File: src/rtl/ctrl_dec_pkg.sv
package ctrl_dec_pkg;

    localparam int OP_W    = 2;
    localparam int FUNCT_W = 6;
    localparam int NIB_W   = 4;
    localparam int CMD_W   = 4;
    localparam int SEL_W   = 2;

    typedef enum logic [OP_W-1:0] {
        OPC_DATA   = 2'b00,
        OPC_MEMORY = 2'b01,
        OPC_BRANCH = 2'b10,
        OPC_OTHER  = 2'b11
    } op_class_e;

    localparam logic [CMD_W-1:0] CMD_CMPGRP_BASE = 4'b1000;
    localparam int               CMD_CMPGRP_N    = 4;
    localparam logic [NIB_W-1:0] MUL_NIB         = 4'b1001;

    localparam logic [SEL_W-1:0] WSEL_MUL  = 2'b00;
    localparam logic [SEL_W-1:0] WSEL_RD   = 2'b01;
    localparam logic [SEL_W-1:0] WSEL_LINK = 2'b10;
    localparam logic [SEL_W-1:0] RSEL_MUL  = 2'b00;
    localparam logic [SEL_W-1:0] RSEL_RM   = 2'b01;
    localparam logic [SEL_W-1:0] RSEL_RD   = 2'b10;

    typedef struct packed {
        logic is_data;
        logic is_mem;
        logic is_branch;
        logic is_load;
        logic is_store;
        logic is_link;
        logic is_mul;
        logic is_cmpgrp;
    } instr_kind_t;

    typedef struct packed {
        logic             wb_from_alu;
        logic [SEL_W-1:0] wr_sel;
        logic [SEL_W-1:0] rd_sel;
        logic             link_sel;
    } path_sel_t;

endpackage

File: src/rtl/ctrl_kind_decode.sv
module ctrl_kind_decode
    import ctrl_dec_pkg::*;
(
    input  logic [OP_W-1:0]    op_class,
    input  logic [FUNCT_W-1:0] funct,
    input  logic [NIB_W-1:0]   shift_nib,
    output instr_kind_t        kind
);
    instr_kind_t      kind_d;
    logic [CMD_W-1:0] cmd;
    logic             cmp_hit;

    assign cmd = funct[4:1];

    always_comb begin
        cmp_hit = 1'b0;
        for (int i = 0; i < CMD_CMPGRP_N; i++) begin
            if (cmd == CMD_CMPGRP_BASE + CMD_W'(i)) cmp_hit = 1'b1;
        end
    end

    always_comb begin
        kind_d           = '0;
        kind_d.is_data   = (op_class == OPC_DATA);
        kind_d.is_mem    = (op_class == OPC_MEMORY);
        kind_d.is_branch = (op_class == OPC_BRANCH);
        kind_d.is_load   = kind_d.is_mem && funct[0];
        kind_d.is_store  = kind_d.is_mem && !funct[0];
        kind_d.is_link   = kind_d.is_branch && funct[4];
        kind_d.is_mul    = kind_d.is_data && (funct[5:4] == 2'b00)
                           && (shift_nib == MUL_NIB);
        kind_d.is_cmpgrp = kind_d.is_data && cmp_hit;
    end

    assign kind = kind_d;
endmodule

File: src/rtl/ctrl_write_gate.sv
module ctrl_write_gate
    import ctrl_dec_pkg::*;
#(
    parameter int REG_IDX_W = 4,
    parameter int PC_IDX    = 15
) (
    input  instr_kind_t          kind,
    input  logic [REG_IDX_W-1:0] rd_idx,
    input  logic                 cond_pass,
    output logic                 reg_we,
    output logic                 mem_we
);
    localparam logic [REG_IDX_W-1:0] PC_CODE = REG_IDX_W'(PC_IDX);

    logic reg_we_d;
    logic mem_we_d;
    logic no_result;

    always_comb begin
        no_result = kind.is_cmpgrp || kind.is_store
                    || (kind.is_branch && !kind.is_link);
        reg_we_d  = cond_pass && (rd_idx != PC_CODE) && !no_result;
        mem_we_d  = cond_pass && kind.is_store;
    end

    assign reg_we = reg_we_d;
    assign mem_we = mem_we_d;
endmodule

File: src/rtl/ctrl_path_select.sv
module ctrl_path_select
    import ctrl_dec_pkg::*;
(
    input  instr_kind_t kind,
    output path_sel_t   sel
);
    path_sel_t sel_d;

    always_comb begin
        sel_d.wb_from_alu = !kind.is_load;
        sel_d.link_sel    = kind.is_link;

        if (kind.is_link)     sel_d.wr_sel = WSEL_LINK;
        else if (kind.is_mul) sel_d.wr_sel = WSEL_MUL;
        else                  sel_d.wr_sel = WSEL_RD;

        if (kind.is_store)    sel_d.rd_sel = RSEL_RD;
        else if (kind.is_mul) sel_d.rd_sel = RSEL_MUL;
        else                  sel_d.rd_sel = RSEL_RM;
    end

    assign sel = sel_d;
endmodule

File: src/rtl/ctrl_main_decoder.sv
module ctrl_main_decoder
    import ctrl_dec_pkg::*;
#(
    parameter int REG_IDX_W = 4,
    parameter int PC_IDX    = 15
) (
    input  logic [1:0]           op_class,
    input  logic [5:0]           funct,
    input  logic [3:0]           shift_nib,
    input  logic [REG_IDX_W-1:0] rd_idx,
    input  logic                 cond_pass,
    output logic                 reg_we,
    output logic                 wb_from_alu,
    output logic                 mem_we,
    output logic [1:0]           wr_reg_sel,
    output logic [1:0]           rd_reg_sel,
    output logic                 link_data_sel
);
    instr_kind_t kind;
    path_sel_t   sel;

    ctrl_kind_decode u_kind (
        .op_class  (op_class),
        .funct     (funct),
        .shift_nib (shift_nib),
        .kind      (kind)
    );

    ctrl_write_gate #(
        .REG_IDX_W (REG_IDX_W),
        .PC_IDX    (PC_IDX)
    ) u_gate (
        .kind      (kind),
        .rd_idx    (rd_idx),
        .cond_pass (cond_pass),
        .reg_we    (reg_we),
        .mem_we    (mem_we)
    );

    ctrl_path_select u_sel (
        .kind (kind),
        .sel  (sel)
    );

    assign wb_from_alu   = sel.wb_from_alu;
    assign wr_reg_sel    = sel.wr_sel;
    assign rd_reg_sel    = sel.rd_sel;
    assign link_data_sel = sel.link_sel;
endmodule

File: config.mk
export PLATFORM = sky130hd
export DESIGN_NAME = ctrl_main_decoder
export DESIGN_NICKNAME = d
export VERILOG_FILES = /design/src/rtl/ctrl_dec_pkg.sv /design/src/rtl/ctrl_kind_decode.sv /design/src/rtl/ctrl_write_gate.sv /design/src/rtl/ctrl_path_select.sv /design/src/rtl/ctrl_main_decoder.sv
export SDC_FILE = /design/constraint.sdc
export NUM_CORES = 1
export LEC_CHECK = 0
export BUFFER_PORTS_ARGS = -buffer_cell sky130_fd_sc_hd__buf_2
export CAP_MARGIN = 25
export CORE_AREA = 3 3 40 42
export DETAILED_ROUTE_END_ITERATION = 16
export DIE_AREA = 0 0 43 45
export PLACE_DENSITY = 0.33
export REMOVE_ABC_BUFFERS = 1
export SYNTH_ARGS = -nofsm -noshare
export SYNTH_HDL_FRONTEND = slang
export SYNTH_SLANG_ARGS = --single-unit
File: constraint.sdc
create_clock -name vclk -period 1.3
set_input_delay 0.195 -clock vclk [all_inputs]
set_output_delay 0.195 -clock vclk [all_outputs]
set_load 0.05 [all_outputs]
==> impl_metrics.yaml <==
global_route:
  grt_use_total_pct: 4.23
  grt-ovfl-total: 0
  first_global_vias: 174
  antenna_found_initial: 0
  grt_max_degree: 5
  grt_pass1_wl_um: 696
power_and_ir_drop:
  cellLeakagePower_nw: 0.144
  ir_drop_mv: 0.108
  p_per_area_nw_per_um2: 375
sta:
  drv_slew: 0
  rsz0062_at_grt: "yes"
  fmax_mhz: 744
  period_needed_ns: 1.34
  setup_viol: 2
  setup_ws_ns: -0.0445
  worst_slew_pin_slew_ns: 0.271
  finalCritPeriodShare_pct: 103
  slew_headroom_pct: 81.7
  hold_viol_final: 0
synthesis:
  ys.warnings.count: 0
  netlist_area_um2: 97.6
  yosysMostFrequentCell: "nor2_1"
  syn_inst: 16
  synth_top_cell_area_share_pct: 15.4
  seq_area_frac_synth_pct: 0
  yosysTopAreaCell: "nor2_1"
  synth.distinct_cells: 13
  synth_area_leaders: "nor2_1 15%, or4bb_1 12%, o41ai_1 9.0%"
  syn_area_per_cell_um2: 6.10
drt:
  route.met3.wl_um: 84
  routed_wl_um: 456
  dr_wl_met2_um: 161
  drt-initial-drc-count: 2
  routed_via_density: 3.64
  wirelength_met1_um: 210
  highest_layer: "met3"
  wire_per_inst_um: 8.14
  dr.pass1.iters: 3
  drc_errors: 0
  final_antenna_net_count: 0
  vias: 204
finish:
  n_fill_cell: 150
  stdcell_count: 56
  design.seq.count: 0
  multi_input_area_um2: 97.6
  final_util_pct: 21.0
  diodes: 0
  seq_area_um2: 0
  clkbuf_count: 0
  nets: 60
  drive_gt1_share_pct: 68.3
  area_growth_pct: 177
  finish.instance_area_um2: 270
floorplanning:
  start_util_pct: 7.59
  die_h_um: 45
  die_w_um: 43
  boundaryPins: 25
  die-area_um2: 1940
  core_area_um2: 1280
  num_rows: 13
job:
  maxCapViolations: 0
placement:
  portBuffers: 23
  gp_congestion: 0.603
  pre_cts_ws_ns: -0.101
  dpl-instance-area_um2: 246
  placed_cells: 56
  dpl.hpwl_um: 431
min_path:
  min_path_cells: 3
  hold_class: "in -> out"
run_status:
  status: "finished with violations"
  violations: "setup timing"
critical_path:
  arrival_ns: 1.15
  end_kind: "output pin"
  startpoint_type: "input port"
  path_max_fanout: 3
  critical_path_required_ns: 1.11
  startpoint: "funct[4]"
  endpoint: "wr_reg_sel[0]"
  worstSetupPathType: "in -> out"
clocking:
  cts_setup_buffers: 0
  ctsHoldBuffers: 0
power by group:
part / total [mW] / switching [mW] / internal [mW]
Combinational: 0.101 / 0.0621 / 0.0393
Sequential: 0 / 0 / 0
Clock: 0 / 0 / 0
Total: 0.101 / 0.0621 / 0.0393
through the flow:
| step | power [mW] | hold WS (ns) | setup TNS [ns] |
|---|---|---|---|
| 3_3_place_gp | 0.0958 | 0.764 | -0.182 |
| 4_1_cts | 0.102 | 0.769 | -0.0910 |
| 2_1_floorplan | 0.0527 | 0.587 | -5.53 |
| 6_report | 0.101 | 0.762 | -0.0765 |
| 3_5_place_dp | 0.0958 | 0.769 | -0.193 |
| 5_1_grt | 0.108 | 0.776 | -0.178 |
repair_timing:
item,4_1_cts,5_1_grt
setup endpoints to repair,2,3
cloned,0,0
resized for setup,7,0
pin swaps,1,0
how the worst min path moves through the flow:
| stage | startpoint | to | slack (ns) |
|---|---|---|---|
| after floorplan | op_class[1] | rd_reg_sel[1] | 0.59 |
| after global placement | funct[0] | wb_from_alu | 0.76 |
| after detailed placement | funct[0] | wb_from_alu | 0.77 |
| after CTS | funct[0] | wb_from_alu | 0.77 |
| after global routing | funct[0] | wb_from_alu | 0.78 |
| final | funct[0] | wb_from_alu | 0.76 |
worst max-delay path: stages:
cell    delay [ns]
buf_2         0.11
or4_4         0.52
nor2_4        0.12
nor2_1        0.06
buf_6         0.15
metal layers:
| metal | global-route usage, % | vias to the layer above |
|---|---|---|
| li1 | - | 109 |
| met1 | 6.43 | 78 |
| met2 | 6.89 | 17 |
| met3 | 0.398 | 0 |
| met4 | 0 | 0 |
| met5 | 0 | - |
logic make-up after synthesis:
kind of cell / Yosys count / share of synthesized area (%)
AOI/OAI and AO/OA: 2 / 14.1
and+or+nand+nor: 12 / 74.4
buffers and inverters: 2 / 11.5
placed cells by master (no fill, tap or decap):
cell type	n
nand4_1	1
o21ai_0	1
nor2_1	3
buf_4	3
buf_2	21
or4bb_1	1
o41ai_1	1
buf_6	2
inv_1	1
or4_4	1
nand3b_1	1
nor3_1	1
nor2_4	1
nor3b_1	1
and2_1	1
nand2b_1	1
layout make-up:
cell class	instances	area share [%]
inverter	1	1.39
timing repair buffer	26	55.6
multi-input combinational	14	36.1
tap	15	6.94
Note: power is estimated with default switching activity, not from simulation.
